$ cat config.mk
export PLATFORM = sky130hd
export DESIGN_NAME = sync_period_meter
export DESIGN_NICKNAME = d
export VERILOG_FILES = /design/src/rtl/spm_pkg.sv /design/src/rtl/spm_edge_det.sv /design/src/rtl/spm_hmeas.sv /design/src/rtl/spm_vmeas.sv /design/src/rtl/sync_period_meter.sv
export SDC_FILE = /design/constraint.sdc
export NUM_CORES = 1
export LEC_CHECK = 0
export ABC_CLOCK_PERIOD_IN_PS = 3100
export BUFFER_PORTS_ARGS = -buffer_cell sky130_fd_sc_hd__buf_4
export CAP_MARGIN = 25
export CORE_MARGIN = 3
export CORE_UTILIZATION = 49
export CTS_CLUSTER_DIAMETER = 200
export CTS_CLUSTER_SIZE = 12
export DETAILED_ROUTE_END_ITERATION = 8
export PLACE_DENSITY = 0.7
export RECOVER_POWER = 25
export SYNTH_ARGS = -nofsm -noshare
export SYNTH_HDL_FRONTEND = slang
export SYNTH_SLANG_ARGS = --single-unit
$ cat constraint.sdc
create_clock -name clk -period 3.1 [get_ports clk]
set_input_delay 0.31 -clock clk [delete_from_list [all_inputs] [get_ports clk]]
set_output_delay 0.31 -clock clk [all_outputs]
set_load 0.005 [all_outputs]
$ cat src/rtl/spm_pkg.sv
package spm_pkg;

    localparam int HCNT_W_DEF = 11;
    localparam int VCNT_W_DEF = 14;
    localparam int VOUT_W_DEF = 9;
    localparam int VDIV_DEF   = 16;

    // Progress of a two-line horizontal window.
    typedef enum logic [1:0] {
        HPH_IDLE = 2'd0,   // no line edge seen yet
        HPH_ONE  = 2'd1,   // inside the first line of the window
        HPH_TWO  = 2'd2    // inside the second line of the window
    } hphase_e;

endpackage

$ cat src/rtl/spm_edge_det.sv
// Two-flop (parameterised) synchronizer followed by a rising-edge detector.
module spm_edge_det #(
    parameter int STAGES = 2
) (
    input  logic clk,
    input  logic rst,
    input  logic din_i,
    output logic rise_o
);
    localparam int SH_W = STAGES + 1;

    logic [SH_W-1:0] sh_d, sh_q;

    always_comb begin
        sh_d = {sh_q[SH_W-2:0], din_i};
    end

    always_ff @(posedge clk) begin
        if (rst) sh_q <= '0;
        else     sh_q <= sh_d;
    end

    assign rise_o = sh_q[STAGES-1] & ~sh_q[STAGES];
endmodule

$ cat src/rtl/spm_hmeas.sv
// Counts oscillator clocks across two consecutive line periods.
// The count saturates at all ones and records an overflow.
module spm_hmeas
    import spm_pkg::*;
#(
    parameter int W = HCNT_W_DEF
) (
    input  logic         clk,
    input  logic         rst,
    input  logic         edge_i,
    output logic [W-1:0] meas_o,
    output logic         meas_ovf_o,
    output logic         meas_stb_o
);
    localparam logic [W-1:0] CNT_MAX = {W{1'b1}};
    localparam logic [W-1:0] CNT_ONE = W'(1);

    typedef struct packed {
        hphase_e      phase;
        logic [W-1:0] cnt;
        logic         ovf;
        logic [W-1:0] meas;
        logic         movf;
        logic         stb;
    } hstate_t;

    hstate_t d, q;

    always_comb begin
        d     = q;
        d.stb = 1'b0;

        // Count while a window is open; hold at the top and flag it.
        if (q.phase != HPH_IDLE) begin
            if (q.cnt == CNT_MAX) d.ovf = 1'b1;
            else                  d.cnt = q.cnt + CNT_ONE;
        end

        if (edge_i) begin
            unique case (q.phase)
                HPH_IDLE: begin
                    d.phase = HPH_ONE;
                    d.cnt   = CNT_ONE;
                    d.ovf   = 1'b0;
                end
                HPH_ONE: begin
                    d.phase = HPH_TWO;
                end
                HPH_TWO: begin
                    d.meas  = q.cnt;
                    d.movf  = q.ovf;
                    d.stb   = 1'b1;
                    d.phase = HPH_ONE;
                    d.cnt   = CNT_ONE;
                    d.ovf   = 1'b0;
                end
                default: begin
                    d.phase = HPH_IDLE;
                end
            endcase
        end
    end

    always_ff @(posedge clk) begin
        if (rst) begin
            q.phase <= HPH_IDLE;
            q.cnt   <= '0;
            q.ovf   <= 1'b0;
            q.meas  <= '0;
            q.movf  <= 1'b0;
            q.stb   <= 1'b0;
        end else begin
            q <= d;
        end
    end

    assign meas_o     = q.meas;
    assign meas_ovf_o = q.movf;
    assign meas_stb_o = q.stb;
endmodule

$ cat src/rtl/spm_vmeas.sv
// Frame period counter: a prescaler feeds a saturating CNT_W-bit counter, and
// the upper OUT_W bits are captured on each frame edge. The block also tracks
// whether frame sync is present.
module spm_vmeas
    import spm_pkg::*;
#(
    parameter int CNT_W = VCNT_W_DEF,
    parameter int OUT_W = VOUT_W_DEF,
    parameter int VDIV  = VDIV_DEF
) (
    input  logic             clk,
    input  logic             rst,
    input  logic             edge_i,
    output logic [OUT_W-1:0] meas_o,
    output logic             meas_ovf_o,
    output logic             meas_stb_o,
    output logic             present_o
);
    localparam int PRE_W = (VDIV > 1) ? $clog2(VDIV) : 1;
    localparam logic [PRE_W-1:0] PRE_LAST = PRE_W'(VDIV - 1);
    localparam logic [CNT_W-1:0] CNT_MAX  = {CNT_W{1'b1}};

    typedef struct packed {
        logic             armed;
        logic [PRE_W-1:0] pre;
        logic [CNT_W-1:0] cnt;
        logic             ovf;
        logic             present;
        logic [OUT_W-1:0] meas;
        logic             movf;
        logic             stb;
    } vstate_t;

    vstate_t d, q;
    logic    tick;

    always_comb begin
        d     = q;
        d.stb = 1'b0;
        tick  = (q.pre == PRE_LAST);

        if (q.armed) begin
            d.pre = tick ? '0 : q.pre + PRE_W'(1);
            if (tick) begin
                if (q.cnt == CNT_MAX) begin
                    d.ovf     = 1'b1;
                    d.present = 1'b0;
                end else begin
                    d.cnt = q.cnt + CNT_W'(1);
                end
            end
        end

        if (edge_i) begin
            if (q.armed) begin
                d.meas = q.cnt[CNT_W-1 -: OUT_W];
                d.movf = q.ovf;
                d.stb  = 1'b1;
            end
            d.armed   = 1'b1;
            d.present = 1'b1;
            d.pre     = '0;
            d.cnt     = '0;
            d.ovf     = 1'b0;
        end
    end

    always_ff @(posedge clk) begin
        if (rst) begin
            q.armed   <= 1'b0;
            q.pre     <= '0;
            q.cnt     <= '0;
            q.ovf     <= 1'b0;
            q.present <= 1'b0;
            q.meas    <= '0;
            q.movf    <= 1'b0;
            q.stb     <= 1'b0;
        end else begin
            q <= d;
        end
    end

    assign meas_o     = q.meas;
    assign meas_ovf_o = q.movf;
    assign meas_stb_o = q.stb;
    assign present_o  = q.present;
endmodule

$ cat src/rtl/sync_period_meter.sv
module sync_period_meter
    import spm_pkg::*;
#(
    parameter int HCNT_W      = HCNT_W_DEF,
    parameter int VCNT_W      = VCNT_W_DEF,
    parameter int VOUT_W      = VOUT_W_DEF,
    parameter int VDIV        = VDIV_DEF,
    parameter int SYNC_STAGES = 2
) (
    input  logic              clk,
    input  logic              rst,
    input  logic              hsync_i,
    input  logic              vsync_i,
    input  logic              csync_vs_i,
    input  logic              vsel_comp_i,
    input  logic              irq_clr_i,
    output logic [HCNT_W-1:0] hcount_o,
    output logic              h_ovf_o,
    output logic [VOUT_W-1:0] vcount_o,
    output logic              v_ovf_o,
    output logic              h_irq_o,
    output logic              v_irq_o
);
    localparam int NSRC = 2;   // index 0: line sync, 1: frame sync

    logic [NSRC-1:0] raw_sync;
    logic [NSRC-1:0] rise;
    logic            h_rise, v_rise;

    assign raw_sync = {(vsel_comp_i ? csync_vs_i : vsync_i), hsync_i};

    for (genvar g = 0; g < NSRC; g++) begin : g_edge
        spm_edge_det #(.STAGES(SYNC_STAGES)) u_edge (
            .clk    (clk),
            .rst    (rst),
            .din_i  (raw_sync[g]),
            .rise_o (rise[g])
        );
    end

    assign h_rise = rise[0];
    assign v_rise = rise[1];

    logic [HCNT_W-1:0] h_meas;
    logic              h_meas_ovf, h_stb;
    logic [VOUT_W-1:0] v_meas;
    logic              v_meas_ovf, v_stb, v_present;

    spm_hmeas #(.W(HCNT_W)) u_hmeas (
        .clk        (clk),
        .rst        (rst),
        .edge_i     (h_rise),
        .meas_o     (h_meas),
        .meas_ovf_o (h_meas_ovf),
        .meas_stb_o (h_stb)
    );

    spm_vmeas #(.CNT_W(VCNT_W), .OUT_W(VOUT_W), .VDIV(VDIV)) u_vmeas (
        .clk        (clk),
        .rst        (rst),
        .edge_i     (v_rise),
        .meas_o     (v_meas),
        .meas_ovf_o (v_meas_ovf),
        .meas_stb_o (v_stb),
        .present_o  (v_present)
    );

    typedef struct packed {
        logic [HCNT_W-1:0] hcount;
        logic              hovf;
        logic              hhave;
        logic [VOUT_W-1:0] vcount;
        logic              vovf;
        logic              hirq;
        logic              virq;
    } top_state_t;

    top_state_t d, q;
    logic       h_upd, h_evt, v_evt;

    always_comb begin
        d = q;

        if (h_stb) d.hhave = 1'b1;

        // Frame-locked refresh when frame sync is present, free-running otherwise.
        h_upd = v_present ? (v_rise && q.hhave) : h_stb;
        h_evt = h_upd && ((h_meas != q.hcount) || h_meas_ovf || (h_meas_ovf != q.hovf));
        v_evt = v_stb && ((v_meas != q.vcount) || v_meas_ovf || (v_meas_ovf != q.vovf));

        if (h_upd) begin
            d.hcount = h_meas;
            d.hovf   = h_meas_ovf;
        end
        if (v_stb) begin
            d.vcount = v_meas;
            d.vovf   = v_meas_ovf;
        end

        if (h_evt)          d.hirq = 1'b1;
        else if (irq_clr_i) d.hirq = 1'b0;

        if (v_evt)          d.virq = 1'b1;
        else if (irq_clr_i) d.virq = 1'b0;
    end

    always_ff @(posedge clk) begin
        if (rst) begin
            q.hcount <= '0;
            q.hovf   <= 1'b0;
            q.hhave  <= 1'b0;
            q.vcount <= '0;
            q.vovf   <= 1'b0;
            q.hirq   <= 1'b0;
            q.virq   <= 1'b0;
        end else begin
            q <= d;
        end
    end

    assign hcount_o = q.hcount;
    assign h_ovf_o  = q.hovf;
    assign vcount_o = q.vcount;
    assign v_ovf_o  = q.vovf;
    assign h_irq_o  = q.hirq;
    assign v_irq_o  = q.virq;
endmodule

---- Yosys cells after proc, flatten, opt, wreduce, memory -nomap -nowiden ----
Cells that the tools add are included.
W data, S select, Z words.
storage, ports and cells
  bits in registers ....................... 90
  output and inout bits ................... 24
  logic and storage cells ................. 83
cells by class
  add/sub/neg operators ................... 3
  equality and inequality tests ........... 9
  multiplexer cells ....................... 18
  bitwise operators ....................... 7
  reductions and logical operators ........ 23
operators with widths
  operator                 count
  $mux W12                 3
  $mux W25                 1
  $mux W11                 2
  $add A14 B1 Y14 const B  1
  $eq A14 B14 Y1 const B   1
  $mux W13                 1
  $reduce_bool A2 Y1       6
  $add A11 B1 Y11 const B  1
  $eq A11 B11 Y1 const B   1
  $ne A11 B11 Y1           1
  $mux W1                  9
  $ne A9 B9 Y1             1
  $reduce_and A3 Y1        3
  $reduce_or A2 Y1         4
  $not A1 Y1               5
  $add A4 B1 Y4 const B    1
  $eq A4 B4 Y1 const B     1
  $logic_or A1 B1 Y1       4
  $mux W4                  1
  $pmux W2 S2              1
  $reduce_and A2 Y1        2
  $logic_and A1 B1 Y1      3
  $and A1 B1 Y1            2
  $eq A2 B1 Y1 const B     1
  other kinds (3)          4

---- Logic depth before layout (Yosys ltp) ----
Gate-level depths: netlist (run 1).
  word-level depth ........................ 6
  mapped depth ............................ 6

---- Hierarchy ----
A second synthesis (run 1) with hierarchy kept.
second synthesis, totals
  cells, all modules ...................... 458
  area, all modules ....................... 4152.7 µm²
by module, submodules not included
  module             times used  cells each  area each (µm²)
  spm_vmeas          1           167         1460.2
  sync_period_meter  1           133         1287.5
  spm_hmeas          1           144         1229.9
  spm_edge_det       2           7           87.6

---- Worst setup path before layout (run 1) ----
OpenSTA, ideal clock, no wires.
  path type ............................... register -> register
  from .................................... register u_vmeas.q[27] (netlist name)
  to ...................................... register u_vmeas.q[25] (netlist name)
  library setup time ...................... 0.070 ns
  data arrival time ....................... 1.585 ns
  data required time ...................... 3.030 ns
  path slack .............................. 1.444 ns
  stages on the path, launching flop included .. 7
  clock period less this slack ............ 1.656 ns
  cell sequence ........................... dfxtp_1 > ha_1 > and4_1 > buf_6 > nand3_4 > or4_1 > a21oi_1
on the way
  word-level cells in the longest chain between the ends .. 2
ends and longest elaborated chain
  item                                RTL line         RTL
  start: declaration                  spm_vmeas.sv:34  vstate_t d, q;
  $eq A4 B4 Y1                        spm_vmeas.sv:40  tick = (q.pre == PRE_LAST);
  $reduce_and A3 Y1 (no source line)  --
No other way between the ends.
A chain may end at the register's enable or synchronous reset.

---- Worst setup path after layout (run 1) ----
  from .................................... register u_vmeas.q[13] (netlist name)
  to ...................................... register u_vmeas.q[17] (netlist name)
on the way
  word-level cells in the longest chain between the ends .. 3
ends and longest elaborated chain
  item
  parallel branches: the longest is 3 deep, another holds $add A14 B1 Y14
Several ways; the timed one is not identified.

==> flow_summary_export.csv, run 1 <==
group,metric,value,unit
clocking,clkLatencyLatePin,350,ps
setup_path,crit_buf_inv,0,
synthesis,post-synth-top-area-cell,"dfxtp_1",
grt,antenna_found_initial,0,
routing,drt_iter0_markers,130,
timing,setup_tns,0,ps
timing,finalMaxSlewViolations,0,
place,hpwl,4780,µm
setup_path,critPathLaunch,"u_vmeas.q[13]",
synthesis,postSynthCellCount,433,
timing,fin_crit,1930,ps
timing,fin_skew,9.62,ps
job,maxCapViolations,0,
clocking,holdBufCountCts,0,
routing,dr.pass1.iters,4,
routing,drc,0,
setup_path,cp-endpoint,"u_vmeas.q[17]",
setup_path,rr_startpoint,"u_vmeas.q[13]",
clocking,postCtsSetupBuffers,0,
floorplan,pin_count,31,
synthesis,ys_seq_area_share,45.7,%
synthesis,synth_warnings,0,
clocking,cts_buffers,9,
grt,grt_usage,16.2,%
clocking,post_cts_resized,0,
clocking,ctsLongestPathBuffers,2,
synthesis,synth.avg_cell_area,9.10,µm²
synthesis,async_flop_share,0,%
synthesis,synth_flop_cell,"dfxtp_1",
min_path,worstHoldPathType,"in -> reg",
synthesis,synth_edf_count,0,
setup_path,rrSetupSlack,1170,ps
timing,fmax,0.519,GHz
cells_and_area,diodes,0,
power_and_ir_drop,totalPowerFinal,0.00204,W
place,gp_congestion,0.818,
place,place_worst_setup_slack,1220,ps
floorplan,fp.dieH,95.7,µm
setup_path,critical_path_depth,5,
setup_path,startpoint_type,"flop",
setup_path,reg2reg_to,"u_vmeas.q[17]",
timing,slew_headroom,58.0,%
timing,finalHoldViolations,0,
cells_and_area,area_growth,7.78,%
clocking,cts_tree,"yes",
grt,grt_pass1_wl,11700,µm
grt,grt_pass1_vias,2557,
setup_path,crit_top_cell,"and4_1",
synthesis,netlist.area_leader.share,45.7,%
setup_path,arrival,2220,ps
routing,post_drt_wl_per_cell,13.0,µm
setup_path,worst_r2r_path_depth,5,
routing,drtAntennaViolNets,0,
clocking,clkTransAtPathRegs,90,ps
routing,vias_per_cell,5.38,
cells_and_area,final_util,54.7,%
grt,grt_start_max_net_pins,65,
setup_path,cp-end-kind,"flop",
routing,vias,2910,
synthesis,synth_area_leaders,"dfxtp_1, mux2i_1, a21oi_1, nor2_1, buf_4",
timing,setup_ws,1170,ps
setup_path,crit_slowest_cell,"or4_1",
synthesis,synth.most_common_cell,"dfxtp_1",
setup_path,crit_fanout,14,
synthesis,ys_seq_elements,90,
clocking,root_buffer,"clkbuf_8",
timing,rsz0062_at_grt,"false",
power_and_ir_drop,powerDensity,480,nW/µm²
setup_path,crit_family,"simple AND/OR/NAND/NOR gates",
floorplan,core,7770,µm²
routing,wl,7010,µm
clocking,cts.sinks,90,
setup_path,cp.required,3390,ps
setup_path,setup.worst_path.class,"reg -> reg",
synthesis,ys_top_cells_by_count,"dfxtp_1, nor2_1, nand2_1, a21oi_1, mux2i_1",
power_and_ir_drop,ir_drop,206,µV
floorplan,initial_utilization,50.7,%
grt,grt-ovfl-total,0,
cells_and_area,layout-drive-gt1-share,12.5,%
timing,period_share,62.2,%
place,numPortBuffers,30,
synthesis,mappedNetlistArea,3940,µm²
power_and_ir_drop,power_leakage,1.66,nW
setup_path,critical_path.max_stage_delay,520,ps
timing,finalSetupViolations,0,
floorplan,rows,32,
clocking,cts.htree.levels,3,
setup_path,path_cells,"ha_1 -> and4_1 -> and4_1 -> or4_1 -> a21oi_1",
cells_and_area,nets,445,
synthesis,ys_types,43,
timing,worstMarginPinSlew,630,ps
floorplan,die-area,9160,µm²
synthesis,synth_fp_nets,443,
run_status,status,"finished clean",
floorplan,die_width,95.7,µm
cells_and_area,fill_cells,717,
## stage by stage
step | area, µm² | instances | hold slack, ps
final | 4250 | 541 | 169
after CTS | 4250 | 541 | 149
after floorplan | 3940 | 433 | 414
after global routing | 4250 | 541 | 173
after detailed placement | 4060 | 526 | 424
after global placement | 4060 | 526 | 418
## layout by cell type, fill, tap and decap left out, types with 3 or more instances in the layout
master    Yosys  layout
nand4_1       8       8
inv_1         5       5
and3_1        3       3
or4_1         5       5
nor4_1        4       4
clkbuf_8      0       9
nor2_1       48      48
o21ai_0       9       9
or2_2         4       4
buf_4        21      19
mux2i_1      35      35
clkbuf_4      0      12
a21oi_1      37      37
nand2_1      42      42
xnor2_1      18      18
dfxtp_1      90      90
nand3_1       9       9
and4_1        7       7
xor2_1        8       8
ha_1          3       3
nor2b_1       9       9
inv_6         0       3
nor3_1        6       6
or3_1        11      11
o31ai_1       7       7
## per-layer routing
layer,global-route usage [%],vias to the layer above,share of wire (%)
met3,2.84,12,4.7
met5,0,-,0
met2,23.8,69,43
li1,-,1489,-
met1,22.7,1340,50
met4,7.82,0,1.8
## state kept, by name (all words and copies together), names as in the netlist
name                flops
u_vmeas.meas_ovf_o      1
g_edge.u_edge.sh_q      6
u_vmeas.q              20
u_vmeas.meas_o          9
hcount_o               11
v_ovf_o                 1
u_hmeas.meas_o         11
u_hmeas.q              14
vcount_o                9
h_ovf_o                 1
u_vmeas.meas_stb_o      1
u_hmeas.meas_ovf_o      1
h_irq_o                 1
u_hmeas.meas_stb_o      1
v_irq_o                 1
u_vmeas.present_o       1
q                       1
## cell type report
class                      count  area (µm²)  share of cell area [%]
inverter                       5        18.8                   0.442
multi-input combinational    297        1870                    43.9
clock buffer                   9         124                    2.92
timing repair buffer          32         236                    5.57
clock inverter                 6        72.6                    1.71
sequential                    90        1800                    42.4
tap                          102         128                    3.00
## cell families after synthesis
group	share of synthesized area (%)
fa+ha+maj	0.952
xor+xnor	5.78
simple gates	21.5
compound gates	10.3
buf+inv	6.92
flops	45.7
mux	8.89
## how the worst min path moves through the flow
stage                        startpoint                        to  slack [ps]  cells after the start
6_report                        hsync_i  g_edge[0].u_edge.sh_q[0]         170                      2
5_1_grt                         hsync_i  g_edge[0].u_edge.sh_q[0]         170                      2
4_1_cts                         hsync_i  g_edge[0].u_edge.sh_q[0]         150                      2
3_5_place_dp   g_edge[1].u_edge.sh_q[0]  g_edge[1].u_edge.sh_q[1]         420                      1
3_3_place_gp   g_edge[0].u_edge.sh_q[0]  g_edge[0].u_edge.sh_q[1]         420                      1
2_1_floorplan  g_edge[0].u_edge.sh_q[0]  g_edge[0].u_edge.sh_q[1]         410                      1
## where the power goes
part	internal (W)	leakage (nW)	switching (W)	total, W
sequential	0.00117	0.726	0.0000113	0.00118
clock	0.000378	0.0967	0.000421	0.000799
combinational	0.0000253	0.834	0.0000383	0.0000636
total	0.00157	1.66	0.000471	0.00204
Power figures use the tool's default switching activity.
==> run 2: changes to the inputs <==
Settings changed: ABC_CLOCK_PERIOD_IN_PS 3100 to 1700, PLACE_DENSITY 0.7 to 0.73.
Clock period 3.1 ns to 1.7 ns, I/O delays scaled along.
==> run 2 against run 1 <==
  * Routed wire length increased by 3.6%
  * Clock skew increased by 1.3 ps
  * Non-clock buffer count rose by 21
  * Critical path depth unchanged
  * Count of clock-buffer cells in the layout rose by 1
  * Critical endpoint is now u_vmeas.q[19]
  * Largest power group unchanged
==> flow_summary_export.csv, run 2 (synthesized netlist as in run 1, its figures left out) <==
group,metric,value,unit
run_status,status,"finished clean",
cells_and_area,area_growth,12.1,%
clocking,root_buffer,"clkbuf_8",
timing,whs,20.6,ps
grt,grt_pass1_wl,12600,µm
cells_and_area,largest_reg_flops,20,
timing,finalSetupViolations,0,
grt,grt-ovfl-total,0,
cells_and_area,layout_commonest_cell,"dfxtp_1",
timing,finalMaxSlewViolations,0,
setup_path,crit_fanout,9,
cells_and_area,diodes,0,
grt,grt_start_max_net_pins,38,
floorplan,rows,32,
setup_path,setup.worst_path.class,"reg -> reg",
routing,wl,7260,µm
setup_path,arrival,1930,ps
routing,drt_iter0_markers,132,
setup_path,startpoint_type,"flop",
clocking,cts.htree.levels,3,
routing,dr.pass1.iters,4,
routing,drc,0,
cells_and_area,layout-drive-gt1-share,17.6,%
cells_and_area,final_cell_mix,"dfxtp_1, nor2_1, nand2_1",
timing,fin_crit,1630,ps
clocking,cts_tree,"yes",
floorplan,fp.dieH,95.7,µm
clocking,holdBufCountCts,0,
routing,drtAntennaViolNets,0,
floorplan,initial_utilization,50.7,%
timing,period_share,96.1,%
setup_path,cp.required,1990,ps
clocking,cts_buffers,9,
routing,vias_per_cell,5.38,
place,hpwl,5180,µm
timing,rsz0062_at_grt,"true",
power_and_ir_drop,powerDensity,830,nW/µm²
cells_and_area,layout_top_registers,"u_vmeas.q: 20 flops, u_hmeas.q: 14 flops",
cells_and_area,regMostFlops,"u_vmeas.q",
power_and_ir_drop,power_leakage,1.76,nW
setup_path,cp-end-kind,"flop",
power_and_ir_drop,ir_drop,409,µV
clocking,ctsLongestPathBuffers,2,
cells_and_area,fill_cells,676,
floorplan,pin_count,31,
timing,finalHoldViolations,0,
grt,grt_usage,17.1,%
cells_and_area,nets,466,
routing,post_drt_wl_per_cell,12.9,µm
clocking,clkTransAtPathRegs,90,ps
job,maxCapViolations,0,
floorplan,die_width,95.7,µm
floorplan,die-area,9160,µm²
min_path,worstHoldPathType,"in -> reg",
place,numPortBuffers,30,
timing,fin_skew,10.9,ps
clocking,cts.sinks,90,
floorplan,core,7770,µm²
clocking,clkLatencyLatePin,360,ps
timing,fmax,0.612,GHz
grt,antenna_found_initial,0,
routing,vias,3029,
clocking,postCtsSetupBuffers,0,
grt,grt_pass1_vias,2784,
timing,slew_headroom,52.7,%
place,place_worst_setup_slack,-27.9,ps
timing,worstMarginPinSlew,710,ps
cells_and_area,final_util,56.9,%
timing,setup_ws,65.7,ps
place,gp_congestion,0.816,
[run 2: changes by cell type in the layout (fill, tap and decap cells not counted), moves of 2 or more]
cell      change
buf_4        +15
clkbuf_1      +3
and4_1        -2
and4_4        +2
clkbuf_4      +2
inv_8         +2
[run 2: per-stage QoR]
step | area, µm² | cells | total power (W) | TNS (ps)
floorplan | 3940 | 433 | 0.00228 | 0
global placement | 4230 | 547 | 0.00232 | 0
detailed placement | 4230 | 547 | 0.00233 | -52.4
CTS | 4410 | 563 | 0.00370 | 0
global route | 4420 | 563 | 0.00379 | -1.50
finish | 4420 | 563 | 0.00366 | 0
[run 2: area by class of cell]
| class | instances | area (µm²) | share of cell area [%] |
|---|---|---|---|
| multi-input cells | 297 | 1890 | 42.7 |
| clock inverters | 6 | 57.6 | 1.30 |
| clock buffers | 10 | 128 | 2.89 |
| well taps | 102 | 128 | 2.89 |
| repair buffers | 53 | 397 | 8.98 |
| flip-flops and latches | 90 | 1800 | 40.8 |
| inverters | 5 | 18.8 | 0.425 |
[run 2: timing repair]
action | CTS | global route
pin swaps | 0 | 5
endpoints found under the setup margin | 6 | 12
gates resized for setup | 3 | 6
[run 2: power breakdown]
group	internal [W]	total (W)	leakage (nW)	switching, W
combinational	0.0000578	0.000139	0.941	0.0000815
clock	0.000571	0.00139	0.0957	0.000817
sequential	0.00212	0.00214	0.727	0.0000121
total	0.00275	0.00366	1.76	0.000911
[run 2: path summary, 6_finish.rpt]
kind	from	to	slack [ps]	depth (start not counted)
worst max-delay path	u_vmeas.q[13]	u_vmeas.q[19]	70	5
worst min register to register	g_edge[1].u_edge.sh_q[0]	g_edge[1].u_edge.sh_q[1]	440	1
worst min-delay path	hsync_i	g_edge[0].u_edge.sh_q[0]	20	2
worst max register to register	u_vmeas.q[13]	u_vmeas.q[19]	70	5
[run 2: per-layer routing]
layer	GRT usage, %	vias up	wire (µm)
li1	-	1545	-
met1	22.9	1418	3530
met2	27.4	54	3350
met3	3.08	12	267
met4	6.40	0	114
met5	0	-	0
[run 2: critical path, stage by stage (launching register included)]
cell and delay (ps):
dfxtp_1 320, ha_1 210, and4_1 200, and4_4 220, or4_1 470, a21oi_1 150
